`src/rtl/tlp_pkg.sv`:
```
package tlp_pkg;
  typedef enum logic [1:0] {
    MODE_NORMAL = 2'd0,
    MODE_LOOP   = 2'd1,
    MODE_PUREPC = 2'd2,
    MODE_DETAIL = 2'd3
  } tlp_mode_e;

  localparam int INFO_W = 8;
  localparam int ADR_W  = 24;
  localparam int DAT_W  = 16;
  localparam int HALF_W = INFO_W + ADR_W;
  localparam int LINE_W = 2 * HALF_W;
endpackage

```
`src/rtl/tlp_format.sv`:
```
module tlp_format
  import tlp_pkg::*;
(
  input  logic [INFO_W-1:0] info_i,
  input  logic [INFO_W-1:0] info2_i,
  input  logic [ADR_W-1:0]  addr_i,
  input  logic [DAT_W-1:0]  data_i,
  input  logic              word_i,
  output logic [HALF_W-1:0] half_o,
  output logic [LINE_W-1:0] det_line_o
);
  localparam int BYTE_W = DAT_W / 2;

  logic [BYTE_W-1:0] lane_hi;
  logic [BYTE_W-1:0] lane_lo;

  always_comb begin
    half_o  = {info_i, addr_i};
    // lower-address byte lands in byte 3, higher-address byte in byte 2
    lane_hi = word_i ? data_i[DAT_W-1:BYTE_W] : '0;
    lane_lo = data_i[BYTE_W-1:0];
    det_line_o = {info_i, addr_i, lane_hi, lane_lo, info2_i, {BYTE_W{1'b0}}};
  end
endmodule

```
`src/rtl/tlp_sequencer.sv`:
```
module tlp_sequencer
  import tlp_pkg::*;
#(
  parameter int PTR_W = 6,
  localparam int CNT_W = PTR_W + 1
) (
  input  logic              clk,
  input  logic              rst_n,
  input  logic [1:0]        mode_i,
  input  logic              evt_i,
  input  logic              flush_i,
  input  logic [HALF_W-1:0] half_i,
  input  logic [LINE_W-1:0] det_line_i,
  output logic              commit_o,
  output logic [PTR_W-1:0]  ptr_o,
  output logic              pair_o,
  output logic              wr_en_o,
  output logic [PTR_W-1:0]  wr_addr_o,
  output logic [LINE_W-1:0] wr_data_o,
  output logic [CNT_W-1:0]  cnt_o,
  output logic              ovf_o
);
  localparam logic [PTR_W-1:0] PTR_ONE = PTR_W'(1);
  localparam logic [CNT_W-1:0] CNT_ONE = CNT_W'(1);
  localparam logic [PTR_W-1:0] PTR_LAST = {PTR_W{1'b1}};

  logic [1:0]        mode_q;
  logic [CNT_W-1:0]  cnt_q, cnt_n, base_cnt;
  logic [HALF_W-1:0] stage_q, stage_n;
  logic              ovf_q, ovf_n;
  logic              wr_en_q;
  logic [PTR_W-1:0]  wr_addr_q;
  logic [LINE_W-1:0] wr_data_q;
  logic              mode_chg, is_det;
  logic              commit_n, pair_n;
  logic [LINE_W-1:0] line_n;
  logic [PTR_W-1:0]  ptr_n;
  logic              cnt_en, stage_en;

  always_comb begin
    mode_chg = (mode_i != mode_q);
    is_det   = (mode_i == MODE_DETAIL);
    base_cnt = mode_chg ? '0 : cnt_q;
    ptr_n    = base_cnt[CNT_W-1:1];
    cnt_n    = base_cnt;
    stage_n  = stage_q;
    commit_n = 1'b0;
    pair_n   = 1'b0;
    line_n   = '0;
    if (evt_i) begin
      if (is_det) begin
        commit_n = 1'b1;
        line_n   = det_line_i;
        cnt_n    = {ptr_n + PTR_ONE, 1'b0};
      end else if (!base_cnt[0]) begin
        stage_n = half_i;
        cnt_n   = base_cnt + CNT_ONE;
      end else begin
        commit_n = 1'b1;
        pair_n   = 1'b1;
        line_n   = {half_i, stage_q};
        cnt_n    = base_cnt + CNT_ONE;
      end
    end else if (flush_i && !is_det && base_cnt[0]) begin
      commit_n = 1'b1;
      line_n   = {{HALF_W{1'b0}}, stage_q};
      cnt_n    = base_cnt + CNT_ONE;
    end
    ovf_n    = ovf_q | (commit_n && (ptr_n == PTR_LAST));
    cnt_en   = evt_i | flush_i | mode_chg;
    stage_en = evt_i & ~is_det;
  end

  always_ff @(posedge clk or negedge rst_n) begin
    if (!rst_n) begin
      mode_q    <= MODE_NORMAL;
      cnt_q     <= '0;
      stage_q   <= '0;
      ovf_q     <= 1'b0;
      wr_en_q   <= 1'b0;
      wr_addr_q <= '0;
      wr_data_q <= '0;
    end else begin
      mode_q  <= mode_i;
      wr_en_q <= commit_n;
      ovf_q   <= ovf_n;
      if (cnt_en)   cnt_q   <= cnt_n;
      if (stage_en) stage_q <= stage_n;
      if (commit_n) begin
        wr_addr_q <= ptr_n;
        wr_data_q <= line_n;
      end
    end
  end

  assign commit_o  = commit_n;
  assign ptr_o     = ptr_n;
  assign pair_o    = pair_n;
  assign wr_en_o   = wr_en_q;
  assign wr_addr_o = wr_addr_q;
  assign wr_data_o = wr_data_q;
  assign cnt_o     = cnt_q;
  assign ovf_o     = ovf_q;
endmodule

```
`src/rtl/tlp_flagbank.sv`:
```
module tlp_flagbank #(
  parameter int DEPTH = 64,
  localparam int PTR_W = $clog2(DEPTH)
) (
  input  logic             clk,
  input  logic             rst_n,
  input  logic             commit_i,
  input  logic [PTR_W-1:0] ptr_i,
  input  logic             pair_i,
  output logic [DEPTH-1:0] vld_o,
  output logic [DEPTH-1:0] pair_o
);
  logic [DEPTH-1:0] vld_q, pair_q;

  for (genvar g = 0; g < DEPTH; g++) begin : g_line
    logic hit;
    assign hit = commit_i && (ptr_i == PTR_W'(g));
    always_ff @(posedge clk or negedge rst_n) begin
      if (!rst_n) begin
        vld_q[g]  <= 1'b0;
        pair_q[g] <= 1'b0;
      end else if (hit) begin
        vld_q[g]  <= 1'b1;
        pair_q[g] <= pair_i;
      end
    end
  end

  assign vld_o  = vld_q;
  assign pair_o = pair_q;
endmodule

```
`src/rtl/trace_line_packer.sv`:
```
module trace_line_packer
  import tlp_pkg::*;
#(
  parameter int DEPTH = 64,
  localparam int PTR_W = $clog2(DEPTH),
  localparam int CNT_W = PTR_W + 1
) (
  input  logic              clk,
  input  logic              rst_n,
  input  logic [1:0]        mode_i,
  input  logic              evt_i,
  input  logic [7:0]        evt_info_i,
  input  logic [7:0]        evt_info2_i,
  input  logic [23:0]       evt_addr_i,
  input  logic [15:0]       evt_data_i,
  input  logic              evt_word_i,
  input  logic              flush_i,
  output logic              wr_en_o,
  output logic [PTR_W-1:0]  wr_addr_o,
  output logic [63:0]       wr_data_o,
  output logic [CNT_W-1:0]  cnt_o,
  output logic [DEPTH-1:0]  line_vld_o,
  output logic [DEPTH-1:0]  line_pair_o,
  output logic              ovf_o
);
  logic [HALF_W-1:0] half;
  logic [LINE_W-1:0] det_line;
  logic              commit;
  logic [PTR_W-1:0]  ptr;
  logic              pair;

  tlp_format u_fmt (
    .info_i     (evt_info_i),
    .info2_i    (evt_info2_i),
    .addr_i     (evt_addr_i),
    .data_i     (evt_data_i),
    .word_i     (evt_word_i),
    .half_o     (half),
    .det_line_o (det_line)
  );

  tlp_sequencer #(.PTR_W(PTR_W)) u_seq (
    .clk        (clk),
    .rst_n      (rst_n),
    .mode_i     (mode_i),
    .evt_i      (evt_i),
    .flush_i    (flush_i),
    .half_i     (half),
    .det_line_i (det_line),
    .commit_o   (commit),
    .ptr_o      (ptr),
    .pair_o     (pair),
    .wr_en_o    (wr_en_o),
    .wr_addr_o  (wr_addr_o),
    .wr_data_o  (wr_data_o),
    .cnt_o      (cnt_o),
    .ovf_o      (ovf_o)
  );

  tlp_flagbank #(.DEPTH(DEPTH)) u_flags (
    .clk      (clk),
    .rst_n    (rst_n),
    .commit_i (commit),
    .ptr_i    (ptr),
    .pair_i   (pair),
    .vld_o    (line_vld_o),
    .pair_o   (line_pair_o)
  );
endmodule

```
`config.mk`:
```
export PLATFORM = sky130hd
export DESIGN_NAME = trace_line_packer
export DESIGN_NICKNAME = d
export VERILOG_FILES = /design/src/rtl/tlp_pkg.sv /design/src/rtl/tlp_format.sv /design/src/rtl/tlp_sequencer.sv /design/src/rtl/tlp_flagbank.sv /design/src/rtl/trace_line_packer.sv
export SDC_FILE = /design/constraint.sdc
export NUM_CORES = 1
export LEC_CHECK = 0
export ABC_CLOCK_PERIOD_IN_PS = 2590
export BUFFER_PORTS_ARGS = -buffer_cell sky130_fd_sc_hd__buf_4
export CORE_MARGIN = 2
export CORE_UTILIZATION = 32
export DETAILED_ROUTE_END_ITERATION = 10
export SYNTH_ARGS = -nofsm -noshare
export SYNTH_HDL_FRONTEND = slang
export SYNTH_SLANG_ARGS = --single-unit
export TNS_END_PERCENT = 5
```
`constraint.sdc`:
```
create_clock -name clk -period 2.59 [get_ports clk]
set_input_delay 0.259 -clock clk [delete_from_list [all_inputs] [get_ports clk]]
set_output_delay 0.259 -clock clk [all_outputs]
set_load 0.03 [all_outputs]
```
==> results of run 1 <==
[sequential cells by signal, indices dropped and copies added (netlist names), 2 cells and up]
register,flops
u_flags.pair_o,64
u_flags.vld_o,64
u_seq.cnt_o,7
u_seq.mode_q,2
u_seq.stage_q,32
u_seq.wr_addr_o,6
u_seq.wr_data_o,64
[kinds of logic after synthesis]
kind of cell               count (synthesis)
and+or+nand+nor                          234
buffers and inverters                     50
adders and majority gates                  5
xor gates and xnor gates                   6
DFF                                      241
muxes                                     97
AOI/OAI and AO/OA                        101
[stage by stage]
step           worst slack (ps)  power [mW]  hold slack, ps  util, %
2_1_floorplan              19.7        5.18           -36.6        -
3_3_place_gp               94.2        5.91             284     41.9
3_5_place_dp               55.1        5.93             288     41.9
4_1_cts                    47.5        10.0            24.7     47.0
5_1_grt                    6.50        10.4            40.0     47.0
6_report                   86.8        9.91            48.8     47.0
[final cells by class]
cell class / instances / share of cell area, %
multi-input cells: 443 / 25.2
repair buffers: 367 / 21.6
clock inverters: 13 / 1.28
clock buffers: 36 / 5.28
well taps: 390 / 3.48
inverters: 4 / 0.107
flip-flops and latches: 241 / 43.1
[synthesized netlist by cell type (2+ instances only)]
master and count:
dfrtp_1 241, nand2_1 76, mux2_2 63, a22o_1 40, or2_2 34, nand2b_1 30
nor3_1 30, mux2_4 27, or3_4 23, clkbuf_1 21, a22oi_1 16, buf_2 15
o31ai_1 12, nor2_1 10, a32oi_1 8, nand3_1 7, o21ai_0 7, or3_1 7
nand4_1 6, a21oi_1 5, ha_1 5, o21bai_1 5, buf_6 4, inv_1 4
mux2i_1 4, xnor2_1 4, buf_1 3, mux2_1 3, a211oi_1 2, and3_1 2
buf_4 2, nand3b_1 2, nand4b_1 2, xor2_1 2
[worst max-delay path, stage by stage]
cell,delay [ps]
dlygate4sd3_1,550
buf_4,170
or4b_1,510
o2111a_1,310
a2bb2oi_4,190
buf_12,180
or3_1,440
mux2_4,310
[per-layer routing]
metal / GRT usage [%] / wire length (µm)
met4: 4.07 / 478
met5: 0 / 0
met3: 4.86 / 2330
met1: 24.4 / 12700
met2: 28.8 / 13200
[worst max-delay path by stage]
stage                                from                 end  slack (ps)  cells after the start
after detailed placement        mode_i[0]  u_flags.pair_o[39]          60                      7
after CTS                       mode_i[0]  u_flags.pair_o[39]          50                      8
after floorplan           u_seq.mode_q[0]  u_flags.pair_o[15]          20                     11
after global placement          mode_i[0]  u_flags.pair_o[39]          90                      7
final                           mode_i[0]   u_flags.pair_o[0]          90                      8
after global routing            mode_i[0]  u_flags.pair_o[63]           6                      8
[timing repair]
action                                  4_1_cts  5_1_grt
hold buffers                                 60        0
endpoints found under the hold margin       167        0
resized for setup                             0        2
endpoints found under the setup margin        0        7
[power breakdown]
group	switching [mW]	internal [mW]
logic	0.975	0.686
clock network	1.58	2.40
registers	0.192	4.08
==> flow_summary.json, run 1 <==
{
  "final_common_cell": "buf_4",
  "synth-compound-area-share_pct": 8.30,
  "fill_cells": 2735,
  "end_kind": "register",
  "period_minus_slack_ps": 2500,
  "initial_core_util_pct": 32.6,
  "synthAdderAreaFrac_pct": 0.644,
  "grt_pass1_vias": 7332,
  "critPathArrivalTime_ps": 2930,
  "rrSetupSlack_ps": 120,
  "yosys.area_share.simple_pct": 13.7,
  "die-area_mm2": 0.0318,
  "detail_route.first_pass.iterations": 4,
  "yosys_warnings": 0,
  "clock_skew_ps": 12.4,
  "route.antenna.remaining_nets": 0,
  "crit_type": "primary input to register",
  "place_inst": 1385,
  "tns_ps": 0,
  "grt_pass1_wl_um": 44200,
  "rows": 63,
  "area_growth_syn_to_layout_pct": 44.1,
  "status": "complete, no violations",
  "drt-initial-drc-count": 402,
  "grt_overflow_total": 0,
  "placed_cell_area_mm2": 0.0125,
  "reg2reg_from": "u_seq.mode_q[1]",
  "finalNonFillerCells": 1494,
  "required_ps": 3010,
  "boundaryPins": 270,
  "viasPerCell": 4.80,
  "ys_top_cells_by_area": "dfrtp_1 62%, mux2_2 7.3%, mux2_4 4.2%, a22o_1 3.6%, nand2_1 2.9%",
  "final_cell_mix": "297 x buf_4, 241 x dfrtp_1, 73 x nand2_1",
  "setup_viol": 0,
  "wl_per_cell_um": 19.2,
  "netlist_instances": 734,
  "syn_area_per_cell_um2": 13.2,
  "design_area_mm2": 0.0140,
  "synth-xor-area-share_pct": 0.541,
  "yosysTopAreaCell": "dfrtp_1",
  "fin_crit_sh_pct": 96.6,
  "yosysSeqAreaShare_pct": 62.0,
  "rr_worst_depth": 6,
  "finalWirelength_um": 28700,
  "regArea_mm2": 0.00603,
  "drv_slew": 0,
  "clock_sink_count": 241,
  "num_vias": 7173,
  "crit_fanout": 21,
  "clkTransAtPathRegs_ps": 60,
  "grt_setup_unrepaired": "false",
  "syn_area_mm2": 0.00972,
  "root_buffer": "clkbuf_16",
  "clock_latency_ps": 540,
  "synth_mux_area_share_pct": 12.2,
  "async_reset_ff_share_pct": 100,
  "yosysUniqueCellTypes": 46,
  "synth_nets": 802,
  "antenna_cells": 0,
  "yosys_register_bits": 241,
  "portBuffers": 269,
  "cts_max_path_buffers": 3,
  "multi_input_area_mm2": 0.00353,
  "nets": 1152,
  "coreArea_mm2": 0.0298,
  "hpwl_um": 19700,
  "vdd_drop_max_uv": 518,
  "track_usage_pct": 18.0,
  "die_x_um": 178,
  "cts_tree": "built",
  "place_congestion": 0.789,
  "antenna_found_initial": 0,
  "power_density_mw_per_mm2": 708,
  "grt_max_degree": 81,
  "cp-start-kind": "primary input",
  "die_y_um": 178,
  "p_leak_nw": 7.15,
  "synth_edf_count": 0,
  "ys.flop_type": "dfrtp_1",
  "synth_top_family_by_area": "simple AND/OR/NAND/NOR gates",
  "hold_violations": 0,
  "drive_above_1_share_pct": 46.7,
  "maxCapViolCount": 0,
  "cts_buffers": 27,
  "remaining_drc_errors": 0,
  "tightestPinTransition_ps": 934,
  "holdCritPathClass": "primary input to register",
  "whs_path_depth": 4,
  "r2r-end": "u_flags.pair_o[0]",
  "slew_headroom_pct": 37.2,
  "fmax_mhz": 399,
  "hold_end": "u_seq.cnt_o[0]",
  "post-cts-setup-buffer-count": 0,
  "hold_start": "flush_i",
  "synth_top_area_share_pct": 62.0,
  "cts.htree.levels": 1
}
(Power assumes the default switching activity.)
==> inputs of run 2 (changes only) <==
Settings changed: CORE_UTILIZATION 32 to 47, PLACE_DENSITY set to 0.79.
==> flow_summary.json, run 2 (same netlist as run 1, synthesis figures left out) <==
{
  "worstPathCellList": "or4b_1 -> o2111a_1 -> a2bb2oi_4 -> buf_12 -> or3_4 -> mux2_4",
  "reg2reg_from": "u_seq.mode_q[0]",
  "final_common_cell": "buf_4",
  "power_density_mw_per_mm2": 689,
  "p_leak_nw": 7.03,
  "final_cell_mix": "296 x buf_4, 241 x dfrtp_1, 74 x nand2_1",
  "clock_latency_ps": 520,
  "cts.htree.levels": 1,
  "grt_overflow_total": 0,
  "finalNonFillerCells": 1362,
  "slew_headroom_pct": 40.6,
  "crit_fanout": 45,
  "grt_pass1_wl_um": 44100,
  "portBuffers": 269,
  "cts_tree": "built",
  "grt_max_degree": 89,
  "die-area_mm2": 0.0219,
  "crit_type": "register to register",
  "hold_end": "u_seq.wr_data_o[52]",
  "finalWirelength_um": 28000,
  "hold_violations": 0,
  "fin_crit_sh_pct": 96.5,
  "drt-initial-drc-count": 313,
  "vdd_drop_max_uv": 539,
  "route.antenna.remaining_nets": 0,
  "root_buffer": "clkbuf_16",
  "antenna_cells": 0,
  "r2r-end": "u_flags.pair_o[13]",
  "design_area_mm2": 0.0136,
  "drive_above_1_share_pct": 46.3,
  "clock_sink_count": 241,
  "p_clk_share_pct": 36.5,
  "rrSetupSlack_ps": 90,
  "area_growth_syn_to_layout_pct": 39.9,
  "slowest_delay_ps": 510,
  "rr_worst_depth": 6,
  "detail_route.first_pass.iterations": 5,
  "required_ps": 2980,
  "tightestPinTransition_ps": 884,
  "critPathArrivalTime_ps": 2890,
  "fill_cells": 1446,
  "place_congestion": 0.829,
  "die_y_um": 148,
  "holdCritPathClass": "primary input to register",
  "tns_ps": 0,
  "viasPerCell": 5.39,
  "boundaryPins": 270,
  "place_inst": 1261,
  "end_kind": "register",
  "coreArea_mm2": 0.0203,
  "initial_core_util_pct": 47.9,
  "die_x_um": 148,
  "track_usage_pct": 25.6,
  "num_vias": 7344,
  "cts_max_path_buffers": 3,
  "clkTransAtPathRegs_ps": 60,
  "cts_buffers": 25,
  "clock_skew_ps": 12.9,
  "antenna_found_initial": 0,
  "hpwl_um": 18500,
  "p_int_mw": 6.72,
  "grt_setup_unrepaired": "false",
  "status": "complete, no violations",
  "placed_cell_area_mm2": 0.0122,
  "power_frac_seq_pct": 45.7,
  "crit_slowest_cell": "or4b_1",
  "rows": 52,
  "wl_per_cell_um": 20.6,
  "hold_start": "evt_addr_i[20]",
  "period_minus_slack_ps": 2500,
  "cp-start-kind": "register",
  "swShare_pct": 28.3,
  "maxCapViolCount": 0,
  "post-cts-setup-buffer-count": 0,
  "nets": 1142,
  "final_util_pct": 67.0,
  "comb_power_share_pct": 17.8,
  "fmax_mhz": 400,
  "drv_slew": 0,
  "whs_path_depth": 2,
  "remaining_drc_errors": 0,
  "grt_pass1_vias": 7850,
  "p_sw_mw": 2.65,
  "setup_viol": 0
}
## run 2: cell count changes in the layout (fill, tap and decap cells not counted), sizes merged
cell	before	now
buf	307	303
bufinv	4	1
clkinv	7	6
clkinvlp	1	0
dlygate4sd3	60	56
clkbuf	36	37
## run 2: layout make-up
cell class | instances | area [µm²] | share of cell area [%]
clock buffers | 37 | 701 | 5.15
clock inverters | 8 | 68.8 | 0.506
inverters | 4 | 15.0 | 0.110
multi-input cells | 443 | 3530 | 26.0
flip-flops and latches | 241 | 6030 | 44.3
well taps | 270 | 338 | 2.48
repair buffers | 359 | 2920 | 21.5
## run 2: metal layers
metal / vias to the layer above / wire [µm] / GRT usage, %
met5: - / 0 / 0
met4: 0 / 732 / 7.81
met3: 49 / 2350 / 6.39
met2: 336 / 13500 / 42.4
met1: 3681 / 11400 / 33.5
li1: 3278 / - / -
## run 2: worst max path at each step
stage | slack, ps | endpoint | from | cells past startpoint
6_report | 90 | u_flags.pair_o[13] | u_seq.mode_q[0] | 6
5_1_grt | 20 | u_flags.pair_o[8] | u_seq.mode_q[0] | 6
4_1_cts | 2 | u_flags.pair_o[42] | u_seq.mode_q[0] | 6
3_5_place_dp | -7 | u_flags.pair_o[42] | mode_i[0] | 7
3_3_place_gp | -10 | u_flags.pair_o[10] | mode_i[0] | 7
2_1_floorplan | 20 | u_flags.pair_o[15] | u_seq.mode_q[0] | 11
## run 2: worst max-delay path, delay by kind of cell, from the launching register on
| family | cells | cell delay (ps) |
|---|---|---|
| compound gates | 2 | 510 |
| buf+inv | 1 | 200 |
| flops | 1 | 410 |
| mux | 1 | 310 |
| simple gates | 2 | 940 |
## run 2: repair_timing
item / CTS / global route
endpoints found under the setup margin: 0 / 28
hold buffers: 56 / 0
hold endpoints to repair: 136 / 0
gates resized for setup: 0 / 5
## run 2: power by group through the flow
stage | registers, mW | clock network, mW | logic, mW
2_1_floorplan | 4.74 | 0 | 0.432
3_3_place_gp | 4.32 | 0 | 1.55
3_5_place_dp | 4.32 | 0 | 1.59
4_1_cts | 4.27 | 3.47 | 1.65
5_1_grt | 4.31 | 3.65 | 1.77
6_report | 4.28 | 3.42 | 1.66
## run 2: stage by stage
step / worst slack, ps / power (mW) / hold slack [ps]
after floorplan: 19.7 / 5.18 / -36.6
after global placement: -14.0 / 5.87 / 226
after detailed placement: -7.30 / 5.91 / 227
after CTS: 2.13 / 9.39 / 4.71
after global routing: 21.0 / 9.73 / 9.25
final: 91.8 / 9.37 / 17.1
==> inputs of run 3 (changes only) <==
Settings changed: ABC_CLOCK_PERIOD_IN_PS 2590 to 2400, CORE_UTILIZATION 47 to 52, PLACE_DENSITY 0.79 to 0.83.
Clock period 2.59 ns to 2.4 ns, I/O delays scaled along.
==> flow_summary.json, run 3 (same netlist as run 1, synthesis figures left out) <==
{
  "area_growth_syn_to_layout_pct": 44.9,
  "period_minus_slack_ps": 2450,
  "nets": 1160,
  "status": "finished with violations",
  "fill_cells": 1084,
  "cts_max_path_buffers": 3,
  "die_x_um": 141,
  "worstPathCellList": "or4b_4 -> o2111a_2 -> a2bb2oi_4 -> buf_12 -> or3_4 -> mux2_4",
  "critPathArrivalTime_ps": 2850,
  "power_density_mw_per_mm2": 739,
  "detail_route.first_pass.iterations": 5,
  "setup_slack_ps": -48.0,
  "place_inst": 1234,
  "violations": "negative setup slack",
  "clock_sink_count": 241,
  "cpLargestDelayFamily": "simple AND/OR/NAND/NOR gates",
  "route.antenna.remaining_nets": 0,
  "p_leak_nw": 7.27,
  "power_mw": 10.4,
  "maxCapViolCount": 0,
  "end_kind": "register",
  "grt_setup_unrepaired": "true",
  "initial_core_util_pct": 52.5,
  "slowest_delay_ps": 520,
  "grt_pass1_wl_um": 44200,
  "cts_tree": "built",
  "fin_crit_sh_pct": 102,
  "placed_cell_area_mm2": 0.0124,
  "finalWirelength_um": 28900,
  "drive_above_1_share_pct": 50.5,
  "tightestPinTransition_ps": 1010,
  "antenna_found_initial": 0,
  "final_common_cell": "buf_4",
  "rows": 50,
  "hold_violations": 0,
  "grt_pass1_vias": 7820,
  "viasPerCell": 5.63,
  "place_congestion": 0.848,
  "drt-initial-drc-count": 423,
  "die_y_um": 141,
  "remaining_drc_errors": 0,
  "setup_viol": 21,
  "grt_overflow_total": 0,
  "hpwl_um": 18300,
  "cp-start-kind": "register",
  "num_vias": 7571,
  "clock_skew_ps": 22.7,
  "holdCritPathClass": "primary input to register",
  "root_buffer": "clkbuf_16",
  "grt_max_degree": 77,
  "design_area_mm2": 0.0141,
  "clock_latency_ps": 520,
  "vdd_drop_max_uv": 711,
  "cts.htree.levels": 1,
  "wl_per_cell_um": 21.5,
  "final_cell_mix": "303 x buf_4, 239 x dfrtp_1, 74 x nand2_1",
  "required_ps": 2800,
  "clkTransAtPathRegs_ps": 60,
  "critPathBufInv": 1,
  "crit_fanout": 24,
  "drv_slew": 0,
  "finalNonFillerCells": 1345,
  "crit_type": "register to register",
  "portBuffers": 269,
  "coreArea_mm2": 0.0185,
  "cts_buffers": 25,
  "boundaryPins": 270,
  "slew_headroom_pct": 31.9,
  "crit_slowest_cell": "or4b_4",
  "die-area_mm2": 0.0198,
  "track_usage_pct": 28.5,
  "fmax_mhz": 408,
  "antenna_cells": 0
}
[run 3: worst paths after layout]
kind | from | end | slack [ps] | cells after the start
worst max register to register | u_seq.mode_q[0] | u_flags.pair_o[41] | -50 | 6
worst min-delay path | evt_info2_i[3] | u_seq.wr_data_o[11] | 8 | 3
worst min register to register | u_flags.vld_o[31] | u_flags.vld_o[31] | 470 | 1
min in group asynchronous | rst_n | u_flags.vld_o[2] | 270 | 2
worst max-delay path | u_seq.mode_q[0] | u_flags.pair_o[41] | -50 | 6
max in group asynchronous | rst_n | u_seq.wr_data_o[10] | 1380 | 3
[run 3: per-layer routing]
layer  vias to the layer above  wire length, µm  GRT usage, %
met2                       383            14200          47.3
met5                         -                0             0
met3                        64             2650          7.64
met1                      3806            11300          36.8
met4                         0              782          9.16
li1                       3318                -             -
[run 3: per-stage QoR]
stage	setup WS, ps	setup TNS, ps	hold slack, ps	util [%]
after floorplan	-110	-953	-55.6	-
final	-48.0	-433	8.42	76.1
after CTS	-66.1	-847	0.733	74.8
after detailed placement	-85.7	-1760	220	66.8
after global placement	-21.0	-130	220	66.8
after global routing	-97.3	-2460	9.98	76.1
[run 3: repair_timing]
action	4_1_cts	5_1_grt
endpoints found under the setup margin	54	75
setup buffers	0	5
gates resized for setup	16	35
pin swaps	25	6
gates cloned	0	1
hold endpoints to repair	149	0
hold buffers	59	0
[run 3: tightest hold or removal path, delay by kind of cell]
family	cells	cell delay, ps
simple gates	1	80
compound gates	1	80
buf+inv	1	80
[run 3: layout make-up]
cell class                 count  area, µm²  area share (%)
sequential                   241       6030            42.8
multi-input combinational    443       3760            26.7
timing repair buffer         377       3160            22.4
clock buffer                  38        724            5.14
tap                          234        293            2.08
clock inverter                 8       98.8           0.701
inverter                       4       22.5           0.160
[run 3: power breakdown]
| part | switching [mW] | total [mW] | internal (mW) |
|---|---|---|---|
| logic | 1.12 | 1.88 | 0.764 |
| clock network | 1.60 | 3.90 | 2.30 |
| registers | 0.232 | 4.63 | 4.40 |
| total | 2.95 | 10.4 | 7.46 |
